[src/rtl/useq_pkg.sv]
package useq_pkg;

   typedef enum logic [1:0] {
      SRC_ARRAY  = 2'd0,
      SRC_STATUS = 2'd1,
      SRC_ID     = 2'd2
   } rd_src_t;

   typedef enum logic [2:0] {
      ST_READ,
      ST_U1,
      ST_U2,
      ST_U3,
      ST_EXEC
   } seq_state_t;

   localparam logic [7:0] OP_RESET    = 8'h00;
   localparam logic [7:0] OP_STATUS   = 8'h01;
   localparam logic [7:0] OP_ID       = 8'h02;
   localparam logic [7:0] OP_VERIFY0  = 8'h04;
   localparam logic [7:0] OP_VERIFY1  = 8'h08;
   localparam logic [7:0] OP_CONVERGE = 8'h10;
   localparam logic [7:0] OP_PROGRAM  = 8'h40;
   localparam logic [7:0] OP_ERASE    = 8'h80;

   localparam logic [7:0] KEY_FIRST   = 8'hAA;
   localparam logic [7:0] KEY_SECOND  = 8'h55;
   localparam logic [7:0] MFR_BYTE    = 8'h52;

   function automatic logic cmd_known(input logic [7:0] c);
      case (c)
         OP_RESET, OP_STATUS, OP_ID, OP_VERIFY0, OP_VERIFY1,
         OP_CONVERGE, OP_PROGRAM, OP_ERASE: cmd_known = 1'b1;
         default:                           cmd_known = 1'b0;
      endcase
   endfunction

endpackage

[src/rtl/useq_match.sv]
module useq_match
   import useq_pkg::*;
#(
   parameter int ADDR_W = 17
) (
   input  logic [1:0]        step,
   input  logic [ADDR_W-1:0] addr,
   input  logic [7:0]        data,
   output logic              step_ok
);

   localparam logic [ADDR_W-1:0] KEY_ADDR_A = ADDR_W'(16'h5555);
   localparam logic [ADDR_W-1:0] KEY_ADDR_B = ADDR_W'(16'h2AAA);

   always_comb begin
      unique case (step)
         2'd0:    step_ok = (addr == KEY_ADDR_A) && (data == KEY_FIRST);
         2'd1:    step_ok = (addr == KEY_ADDR_B) && (data == KEY_SECOND);
         2'd2:    step_ok = (addr == KEY_ADDR_A) && cmd_known(data);
         default: step_ok = 1'b0;
      endcase
   end

endmodule

[src/rtl/useq_gap.sv]
module useq_gap #(
   parameter int GAP_CYC = 30000
) (
   input  logic clk,
   input  logic rst_n,
   input  logic armed,
   input  logic wr_hit,
   output logic expire
);

   generate
      if (GAP_CYC == 0) begin : g_unlimited
         assign expire = 1'b0;
      end else begin : g_limited
         localparam int CW = $clog2(GAP_CYC + 1);
         logic [CW-1:0] idle_cnt;

         always_ff @(posedge clk or negedge rst_n) begin
            if (!rst_n)
               idle_cnt <= '0;
            else if (!armed || wr_hit)
               idle_cnt <= '0;
            else if (idle_cnt != CW'(GAP_CYC))
               idle_cnt <= idle_cnt + 1'b1;
         end

         assign expire = armed && !wr_hit && (idle_cnt == CW'(GAP_CYC - 1));
      end
   endgenerate

endmodule

[src/rtl/useq_exec.sv]
module useq_exec #(
   parameter int CMD_CYC   = 50000,
   parameter int ERASE_CYC = 200000,
   parameter int HOLD_CYC  = 5000
) (
   input  logic clk,
   input  logic rst_n,
   input  logic start,
   input  logic long_op,
   output logic last,
   output logic hold_over
);

   localparam int MAX_CYC = (ERASE_CYC > CMD_CYC) ? ERASE_CYC : CMD_CYC;
   localparam int CW      = $clog2(MAX_CYC + 1);

   logic [CW-1:0] run_cnt;

   always_ff @(posedge clk or negedge rst_n) begin
      if (!rst_n)
         run_cnt <= '0;
      else if (start)
         run_cnt <= '0;
      else if (run_cnt != CW'(MAX_CYC))
         run_cnt <= run_cnt + 1'b1;
   end

   assign last      = long_op ? (run_cnt == CW'(ERASE_CYC - 1))
                              : (run_cnt == CW'(CMD_CYC - 1));
   assign hold_over = (run_cnt >= CW'(HOLD_CYC));

endmodule

[src/rtl/unlock_cmd_seq.sv]
module unlock_cmd_seq
   import useq_pkg::*;
#(
   parameter int         ADDR_W    = 17,
   parameter int         GAP_CYC   = 30000,
   parameter int         CMD_CYC   = 50000,
   parameter int         ERASE_CYC = 200000,
   parameter int         HOLD_CYC  = 5000,
   parameter logic [7:0] DEV_CODE  = 8'h04
) (
   input  logic              clk,
   input  logic              rst_n,
   input  logic              wr_valid,
   input  logic [ADDR_W-1:0] wr_addr,
   input  logic [7:0]        wr_data,
   input  logic              low_supply,
   output logic              cmd_strobe,
   output logic [7:0]        cmd_code,
   output logic [ADDR_W-1:0] cmd_addr,
   output logic [7:0]        cmd_data,
   output logic [1:0]        rd_src,
   output logic [7:0]        info_byte,
   output logic              busy,
   output logic              err_flag
);

   initial begin : param_checks
      assert (ADDR_W >= 15) else $error("ADDR_W too small for unlock addresses");
      assert (CMD_CYC >= 1 && ERASE_CYC >= 1) else $error("execution windows must be nonzero");
      assert (HOLD_CYC < CMD_CYC) else $error("HOLD_CYC must be below CMD_CYC");
      assert (GAP_CYC >= 0) else $error("GAP_CYC must not be negative");
   end

   seq_state_t        state;
   logic              err_q;
   logic              strobe_q;
   logic [7:0]        code_q;
   logic [ADDR_W-1:0] addr_q;
   logic [7:0]        data_q;

   logic [1:0]        step;
   logic              step_ok;
   logic              in_unlock;
   logic              gap_expire;
   logic              exec_start;
   logic              exec_last;
   logic              hold_over;
   rd_src_t           src;

   always_comb begin
      unique case (state)
         ST_U1:   step = 2'd1;
         ST_U2:   step = 2'd2;
         default: step = 2'd0;
      endcase
   end

   assign in_unlock  = (state == ST_U1) || (state == ST_U2) || (state == ST_U3);
   assign exec_start = (state == ST_U3) && wr_valid;

   useq_match #(.ADDR_W(ADDR_W)) u_match (
      .step    (step),
      .addr    (wr_addr),
      .data    (wr_data),
      .step_ok (step_ok)
   );

   useq_gap #(.GAP_CYC(GAP_CYC)) u_gap (
      .clk    (clk),
      .rst_n  (rst_n),
      .armed  (in_unlock),
      .wr_hit (wr_valid),
      .expire (gap_expire)
   );

   useq_exec #(
      .CMD_CYC   (CMD_CYC),
      .ERASE_CYC (ERASE_CYC),
      .HOLD_CYC  (HOLD_CYC)
   ) u_exec (
      .clk       (clk),
      .rst_n     (rst_n),
      .start     (exec_start),
      .long_op   (code_q == OP_ERASE),
      .last      (exec_last),
      .hold_over (hold_over)
   );

   always_ff @(posedge clk or negedge rst_n) begin
      if (!rst_n) begin
         state    <= ST_READ;
         err_q    <= 1'b0;
         strobe_q <= 1'b0;
         code_q   <= '0;
         addr_q   <= '0;
         data_q   <= '0;
      end else begin
         strobe_q <= 1'b0;
         unique case (state)
            ST_READ: begin
               if (wr_valid) begin
                  if (step_ok) state <= ST_U1;
                  else         err_q <= 1'b1;
               end
            end
            ST_U1, ST_U2: begin
               if (wr_valid) begin
                  if (step_ok) begin
                     state <= (state == ST_U1) ? ST_U2 : ST_U3;
                     if (state == ST_U2) code_q <= wr_data;
                  end else begin
                     err_q <= 1'b1;
                     state <= ST_READ;
                  end
               end else if (gap_expire) begin
                  err_q <= 1'b1;
                  state <= ST_READ;
               end
            end
            ST_U3: begin
               if (wr_valid) begin
                  addr_q   <= wr_addr;
                  data_q   <= wr_data;
                  strobe_q <= 1'b1;
                  state    <= ST_EXEC;
                  if (code_q == OP_RESET) err_q <= 1'b0;
               end else if (gap_expire) begin
                  err_q <= 1'b1;
                  state <= ST_READ;
               end
            end
            ST_EXEC: begin
               if (low_supply) begin
                  err_q <= 1'b1;
                  state <= ST_READ;
               end else if (exec_last) begin
                  state <= ST_READ;
               end
            end
            default: state <= ST_READ;
         endcase
      end
   end

   always_comb begin
      src = SRC_ARRAY;
      if (state == ST_EXEC) begin
         if (code_q == OP_ID)
            src = SRC_ID;
         else if ((code_q == OP_VERIFY0 || code_q == OP_VERIFY1) && hold_over)
            src = SRC_ARRAY;
         else
            src = SRC_STATUS;
      end
   end

   always_comb begin
      unique case (src)
         SRC_STATUS: info_byte = {(state == ST_EXEC), 6'b0, err_q};
         SRC_ID:     info_byte = addr_q[0] ? DEV_CODE : MFR_BYTE;
         default:    info_byte = 8'h00;
      endcase
   end

   assign cmd_strobe = strobe_q;
   assign cmd_code   = code_q;
   assign cmd_addr   = addr_q;
   assign cmd_data   = data_q;
   assign rd_src     = src;
   assign busy       = (state == ST_EXEC);
   assign err_flag   = err_q;

endmodule

[config.mk]
export PLATFORM = sky130hd
export DESIGN_NAME = unlock_cmd_seq
export DESIGN_NICKNAME = d
export VERILOG_FILES = /design/src/rtl/useq_pkg.sv /design/src/rtl/useq_match.sv /design/src/rtl/useq_gap.sv /design/src/rtl/useq_exec.sv /design/src/rtl/unlock_cmd_seq.sv
export SDC_FILE = /design/constraint.sdc
export NUM_CORES = 1
export LEC_CHECK = 0
export ABC_AREA = 1
export ABC_CLOCK_PERIOD_IN_PS = 3500
export BUFFER_PORTS_ARGS = -buffer_cell sky130_fd_sc_hd__buf_4
export CAP_MARGIN = 30
export CORE_UTILIZATION = 25
export DETAILED_ROUTE_END_ITERATION = 12
export SETUP_SLACK_MARGIN = 0.02
export SLEW_MARGIN = 5
export SYNTH_ARGS = -nofsm -noshare
export SYNTH_HDL_FRONTEND = slang
export SYNTH_SLANG_ARGS = --single-unit
export TNS_END_PERCENT = 30
[constraint.sdc]
create_clock -name clk -period 3.5 [get_ports clk]
set_clock_uncertainty 0.05 [all_clocks]
set_input_delay 0.175 -clock clk [delete_from_list [all_inputs] [get_ports clk]]
set_output_delay 0.175 -clock clk [all_outputs]
set_load 0.01 [all_outputs]
==> results of run 1 <==
[metal layers]
| metal | up-vias | share of wire, % |
|---|---|---|
| li1 | 1844 | - |
| met1 | 1669 | 48 |
| met2 | 62 | 47 |
| met3 | 8 | 4.2 |
| met4 | 0 | 1.2 |
| met5 | - | 0 |
[flip-flops by register name, indices dropped and copies added, names as in the netlist]
register,cells
cmd_strobe,1
cmd_code,8
cmd_data,8
cmd_addr,17
state,3
u_gap.g_limited.idle_cnt,15
u_exec.run_cnt,18
err_flag,1
[final timing paths]
path,from,to,depth (start not counted)
hold reg to reg,u_gap.g_limited.idle_cnt[14],u_gap.g_limited.idle_cnt[14],1
hold / removal,wr_data[7],cmd_code[7],3
setup / recovery,state[1],info_byte[0],11
max in group asynchronous,rst_n,err_flag,3
setup reg to reg,state[2],err_flag,9
min in group asynchronous,rst_n,cmd_addr[15],2
[kinds of logic after synthesis]
kind of cell / Yosys count / share of synthesized area (%)
and+or+nand+nor: 265 / 29.3
buffers and inverters: 108 / 11.2
adders and majority gates: 6 / 1.92
other: 1 / 0.0957
AOI/OAI and AO/OA: 80 / 11.3
xor gates and xnor gates: 4 / 0.894
DFF: 71 / 45.4
[synthesized netlist by cell type]
cell | number | share of area [%]
nand3_2 | 3 | 0.77
dfrtp_1 | 71 | 45
nor4_1 | 2 | 0.32
nor2_1 | 62 | 5.9
o21ai_1 | 4 | 0.51
a211oi_1 | 3 | 0.57
buf_6 | 1 | 0.29
o211ai_1 | 1 | 0.19
o21ai_0 | 40 | 5.1
nand4_1 | 12 | 1.9
nor2_2 | 7 | 1.1
or2_1 | 1 | 0.16
nand3b_1 | 2 | 0.38
inv_2 | 4 | 0.38
buf_2 | 5 | 0.64
ha_1 | 6 | 1.9
a31oi_1 | 2 | 0.32
buf_4 | 5 | 0.96
a2bb2oi_1 | 1 | 0.22
o21ai_2 | 5 | 1.1
clkbuf_1 | 2 | 0.19
a21oi_1 | 22 | 2.8
o31ai_1 | 1 | 0.19
o211a_1 | 1 | 0.26
nand3_1 | 29 | 3.7
nand2_1 | 126 | 12
conb_1 | 1 | 0.096
nand2_2 | 2 | 0.32
xor2_1 | 4 | 0.89
nor3_2 | 1 | 0.26
inv_1 | 91 | 8.7
nor3_1 | 18 | 2.3
[tightest hold or removal path, delay by kind of cell]
kind / cells / cell delay, ns
AOI/OAI and AO/OA: 1 / 0.05
buffers and inverters: 2 / 0.14
[cells in the final DEF (no fill, tap or decap), drive strengths merged]
cell	Yosys	layout
or2	1	1
clkinvlp	0	1
clkbuf	2	11
nor2	69	69
nor4	2	2
nor3	19	19
clkinv	0	3
nand4	12	12
o31ai	1	1
nand2	128	128
a31oi	2	2
nand3	32	32
a21oi	22	22
a211oi	3	3
nand3b	2	2
o211a	1	1
inv	95	95
ha	6	6
buf	11	74
o211ai	1	1
conb	1	2
dlygate4sd3	0	4
xor2	4	4
o21ai	49	49
bufinv	0	1
a2bb2oi	1	1
dfrtp	71	71
[power breakdown]
part / internal [W] / total (W) / switching [W] / leakage [nW]
Sequential: 0.000824 / 0.000826 / 0.00000245 / 0.915
Clock: 0.000589 / 0.000945 / 0.000356 / 0.152
Combinational: 0.0000417 / 0.000108 / 0.0000662 / 1.46
Total: 0.00145 / 0.00188 / 0.000424 / 2.52
[final cells by class]
cell class / instances / area, um2
clock inverter: 5 / 56.3
timing repair buffer: 78 / 616
tap: 211 / 264
multi-input combinational: 357 / 1710
fill: 1641 / 10200
clock buffer: 11 / 253
sequential: 71 / 1780
inverter: 95 / 357
[metrics by stage]
step | instances | power, W | instance area, um2
2_1_floorplan | 536 | 0.000879 | 3920
3_3_place_gp | 807 | 0.000943 | 4660
3_5_place_dp | 807 | 0.000943 | 4660
4_1_cts | 827 | 0.00190 | 5010
5_1_grt | 828 | 0.00195 | 5030
6_report | 828 | 0.00188 | 5030
==> summary.md, run 1 <==
| Metric | Value |
|---|---|
| Final setup TNS | 0 ns |
| Syn-to-layout area delta | 28.5% |
| VDD IR max | between 0.2 and 0.25 mV |
| Detailed-route vias per instance | roughly 4.3 |
| Core Area | ~15000 um2 |
| Hold buffers post-CTS | 4 |
| GRT Max-Usage Layer | met2 |
| TritonCTS clock tree | built |
| Drt wl/cell | between 10 and 15 um |
| Gpl congestion | 0.794 |
| Setup Slack @ Placement | about 1.3 ns |
| Kind of critical path | flop to output pin |
| Tcrit/Tclk final | between 70% and 80% |
| # IOs | 75 |
| Slew margin rel. | between 50% and 60% |
| # rows | 45 |
| Initial drt markers | 213 |
| Initial Util | 25.7% |
| Pwr Density | 373 nW/um2 |
| Sequential element share of the synthesized area | approximately 45% |
| Max clock buf depth | 2 |
| Total track usage | a little over an eighth |
| CP endpoint kind | output pin |
| Die area | between 15000 and 20000 um2 |
| Hold WS | around 0.0073 ns |
| Tightest Pin Transition | just over 0.6 ns |
| Vias in the first global route | 3418 |
| Detailed placer's ending HPWL | ~7600 um |
| Status | finished clean |
| Fin worst setup slack | a little over 0.9 ns |
| Final #Nets | between 600 and 700 |
| DRC viols | 0 |
| Global-route wire length before repair | ~17000 um |
| FF-to-FF setup slack | approximately 1.5 ns |
| Pin count of the biggest net entering global routing | 72 |
| Crit-path cells | nor2_1, inv_1, nor2_1, inv_1, nor2_1, inv_1, a21oi_1, ha_1, inv_1, nor3_1, buf_4 |
| Top delay family on crit path | simple AND/OR/NAND/NOR gates |
| Post-CTS Setup Bufs | 0 |
| ANT nets after route | 0 |
| Mapped cell area | between 3000 and 4000 um2 |
| CTS resizes | 0 |
| CTS H-tree depth | 3 |
| RSZ-0062 raised after global routing | false |
| CTS Root Cell | clkbuf_16 |
| Startpoint Class | flop |
| Max-slew violations | 0 |
| Initial antenna violation count | 0 |
| Share of layout cells above drive strength 1 | between 10% and 20% |
| Final core occ | between 30% and 40% |
| Min Clock Period, post-route | between 2 and 3 ns |
| Die Width | between 100 and 150 um |
| CTS clk-pin slew, worst paths | about 0.06 ns |
| GR met2 Demand/Resource | approximately 22% |
| CP dominant cell by count | inv_1 |
| Slowest stage cell, crit path | dfrtp_1 |
| GR Util met3 | under 10% |
| Final Hold Fails | 0 |
| Total clock sinks | between 70 and 80 |
| Number of synthesized register bits | slightly above 70 |
| CP peak stage delay | ~0.45 ns |
| Unique masters post-synth | 32 |
| Worst Path Arrival | between 2 and 2.5 ns |
| CTS buffer count | 9 |
| Total wire length | a little over 10000 um |
| Critical Path RT | between 3 and 4 ns |
| Remaining Overflow, GRT | 0 |
| Routed via count | 3583 |
| Mapped Cells | about 540 |
| HP Class | primary input to flop |
| Antenna diodes | 0 |
| CP Buf/Inv Count | 5 |
| CP max FO | 6 |
| Mean post-synth cell area | approximately 7.3 um2 |
| DR pass1 iterations | 5 |
| Fmax | 386 MHz |
| Vert. Die Dim | between 100 and 150 um |
| Skew-Pair Late Insertion Delay | 0.34 ns |
| Count of final setup violators | 0 |
| Max-cap violations | 0 |
| Met1 Use GR | about 17% |
| Static leakage | 2.52 nW |
| # port buffers | 72 |
| Synth warn | 0 |
No activity file was read; power rests on OpenSTA's default activity.
==> inputs of run 2 (changes only) <==
--- a/config.mk
+++ b/config.mk
@@ -5,8 +5,8 @@
 export SDC_FILE = /design/constraint.sdc
 export NUM_CORES = 1
 export LEC_CHECK = 0
-export ABC_AREA = 1
-export ABC_CLOCK_PERIOD_IN_PS = 3500
+export ABC_AREA = 0
+export ABC_CLOCK_PERIOD_IN_PS = 2500
 export BUFFER_PORTS_ARGS = -buffer_cell sky130_fd_sc_hd__buf_4
 export CAP_MARGIN = 30
 export CORE_UTILIZATION = 25
==> constraint.sdc (replaced) <==
create_clock -name clk -period 2.5 [get_ports clk]
set_clock_uncertainty 0.05 [all_clocks]
set_input_delay 0.125 -clock clk [delete_from_list [all_inputs] [get_ports clk]]
set_output_delay 0.125 -clock clk [all_outputs]
set_load 0.01 [all_outputs]
==> run 2 against run 1 <==
Clock power grew 44%. Sequential share of layout area down 0.33 points. Global-route usage about the same. Power grew 41%. Combinational power rose by 22%. Critical endpoint unchanged. Cell area is 1.1% higher. Synthesized cell count fell by 24%. Utilization increased by 2.0 points. Worst setup slack worse by 0.93 ns. The flow now finishes with violations (negative setup slack). Largest cell class is now multi-input combinational cells. Worst hold slack improved by 0.0030 ns. Non-clock buffer count up 28.
==> summary.md, run 2 <==
| Metric | Value |
|---|---|
| Largest family of logic cells by synthesized area | simple AND/OR/NAND/NOR gates |
| Compound-cell area share of the yosys netlist | around 6.3% |
| Syn-to-layout area delta | 37.0% |
| Asr flop ratio synth | 100% |
| DR pass1 iterations | 4 |
| Sequential element share of the synthesized area | between 40% and 50% |
| Count of final setup violators | 1 |
| Most frequent cells in the layout | nand2_1, buf_4, dfrtp_1 |
| Pwr Density | 519 nW/um2 |
| Worst Path Arrival | about 2.4 ns |
| Yosys top cell area share | between 40% and 50% |
| # rows | 44 |
| Core Area | 14500 um2 |
| Initial Util | between 20 and 30% |
| Vert. Die Dim | 124 um |
| RSZ-0062 raised after global routing | true |
| Final setup TNS | -0.0274 ns |
| Slew margin rel. | 54.0% |
| Worst hold start | wr_data[0] |
| Reg2reg end | cmd_code[6] |
| Final #Nets | about 540 |
| Largest Register | u_exec.run_cnt |
| Max-slew violations | 0 |
| Adder-cell share of the synthesized area | between 2 and 2.5% |
| Hold Path Stages | 3 |
| Die Width | between 100 and 150 um |
| Mux share of post-synthesis cell area | 2.66% |
| Mapped Cells | 407 |
| VDD IR max | between 0.2 and 0.3 mV |
| Most common flop cell mapped by yosys | dfrtp_1 |
| Crit-path cells | or4_4, a211oi_4, nor4_2, o22a_1, ha_1, and3b_2, buf_6 |
| Tightest Pin Transition | between 0.6 and 0.7 ns |
| CTS Root Cell | clkbuf_16 |
| # port buffers | 72 |
| Total track usage | about 14% |
| Largest register FFs | 18 |
| Gpl congestion | 0.836 |
| ANT nets after route | 0 |
| Global-route wire length before repair | about 16000 um |
| Detailed placer's ending HPWL | approximately 7000 um |
| Synth area leader | dfrtp_1 |
| Pin count of the biggest net entering global routing | 72 |
| Fmax | approximately 400 MHz |
| Initial antenna violation count | 0 |
| # IOs | 75 |
| CTS clk-pin slew, worst paths | around 0.06 ns |
| Share of layout cells above drive strength 1 | about a quarter |
| Placed Cells incl. Taps | ~660 |
| R2R Path Start | state[0] |
| Min Clock Period, post-route | about 2.5 ns |
| R2R depth | 5 |
| Number of enable flip-flop cells after synthesis | 0 |
| Total wire length | ~10000 um |
| Synth top area cells | dfrtp_1, nand2_1, nor2_1 |
| Total clock sinks | 71 |
| Kind of critical path | flop to output pin |
| TritonCTS clock tree | built |
| Vias in the first global route | around 3300 |
| Critical Path RT | roughly 2.3 ns |
| CTS H-tree depth | 3 |
| Count leader, synth | nand2_1 |
| Xor and xnor fraction of the mapped netlist area | ~7.1% |
| CP max FO | 2 |
| Mapped cell area | ~3700 um2 |
| Max-cap violations | 0 |
| Remaining Overflow, GRT | 0 |
| Synth Area in Simple Gates | roughly 31% |
| Routed via count | 3355 |
| Synth warn | 0 |
| Layout fillers | approximately 1500 |
| HP Class | primary input to flop |
| Slowest stage cell, crit path | or4_4 |
| Status | finished, violations left |
| Initial drt markers | between 150 and 200 |
| Hold Path Sink | cmd_data[0] |
| Max clock buf depth | 2 |
| Final Hold Fails | 0 |
| Static leakage | between 2 and 2.5 nW |
| DRC viols | 0 |
| Startpoint Class | flop |
| Unique masters post-synth | 50 |
| Failing checks | negative setup slack |
| Skew-Pair Late Insertion Delay | around 0.33 ns |
| Drt wl/cell | 14.5 um |
| FF-to-FF setup slack | 0.35 ns |
| Mean post-synth cell area | slightly above 9 um2 |
| CP peak stage delay | 0.55 ns |
| Die area | between 15000 and 20000 um2 |
| Synth cell count leaders | nand2_1, dfrtp_1, nor2_1, nand3_1, xor2_1 |
| Commonest non-fill, non-tap cell in the layout | nand2_1 |
| CTS buffer count | 9 |
| Tcrit/Tclk final | 101% |
| Number of synthesized register bits | between 70 and 80 |
| Finished Layout Cells | 696 |
| Detailed-route vias per instance | 4.82 |
| Fin worst setup slack | -0.0274 ns |
| CP endpoint kind | output pin |
| Antenna diodes | 0 |
## run 2: cell count changes after synthesis, sizes merged, moves of 14 or more
cell,delta
a21oi,-14
o21ai,-40
nor2,-29
inv,-87
nand3,-14
nand2,-41
xnor2,+14
## run 2: worst max-delay path: cells and delay by family, from the launching register on
family / cells / cell delay, ns
buf+inv: 1 / 0.11
simple gates: 3 / 0.89
compound gates: 2 / 0.36
flops: 1 / 0.38
fa+ha+maj: 1 / 0.28
## run 2: kinds of logic after synthesis
| kind of cell | count (synthesis) |
|---|---|
| other | 1 |
| multiplexers | 9 |
| flip-flops | 71 |
| AO/OA/AOI/OAI | 34 |
| adder cells (fa/ha/maj) | 6 |
| AND/OR/NAND/NOR | 229 |
| buffers and inverters | 27 |
| XOR/XNOR | 30 |
## run 2: power breakdown
group	internal, W	leakage, nW	switching [W]
Clock	0.000866	0.155	0.000494
Combinational	0.0000641	1.29	0.0000680
Sequential	0.00115	0.975	0.00000000000439
## run 2: layout make-up
cell class              instances  area [um2]  share of cell area (%)
clock buffers                   9         225                    4.43
well taps                     184         230                    4.52
inverters                       9        33.8                   0.664
clock inverters                 7        87.6                    1.72
repair buffers                106         872                    17.1
flip-flops and latches         71        1780                    35.0
multi-input cells             310        1860                    36.6
## run 2: how the worst max path moves through the flow
| stage | startpoint | endpoint | slack, ns |
|---|---|---|---|
| 3_3_place_gp | u_exec.run_cnt[6] | info_byte[0] | 0.19 |
| 2_1_floorplan | u_exec.run_cnt[16] | info_byte[7] | 0.32 |
| 5_1_grt | u_exec.run_cnt[16] | info_byte[0] | -0.11 |
| 6_report | u_exec.run_cnt[16] | info_byte[0] | -0.03 |
| 4_1_cts | u_exec.run_cnt[4] | info_byte[0] | -0.04 |
| 3_5_place_dp | u_exec.run_cnt[17] | info_byte[0] | 0.13 |
## run 2: routing by layer
metal,up-vias,share of wire (%),global-route usage [%]
li1,1598,-,-
met1,1641,47,17.8
met2,103,45,21.7
met3,13,6.4,3.11
met4,0,1.6,5.73
met5,-,0,0
## run 2: repair_timing
item / 4_1_cts / 5_1_grt
hold buffers: 21 / 0
hold endpoints to repair: 91 / 0
setup buffers: 3 / 0
resized for setup: 7 / 6
pin swaps: 6 / 0
gates cloned: 0 / 0
endpoints found under the setup margin: 6 / 6
## run 2: stage by stage
step	power [W]	area (um2)	hold WS, ns	utilization [%]	setup slack, ns
2_1_floorplan	0.00119	3720	-0.221	-	0.319
3_5_place_dp	0.00127	4470	0.287	30.8	0.131
4_1_cts	0.00267	5040	0.00287	34.7	-0.0430
6_report	0.00264	5090	0.0103	35.0	-0.0274
3_3_place_gp	0.00127	4470	0.264	30.8	0.190
5_1_grt	0.00274	5090	0.0209	35.0	-0.112
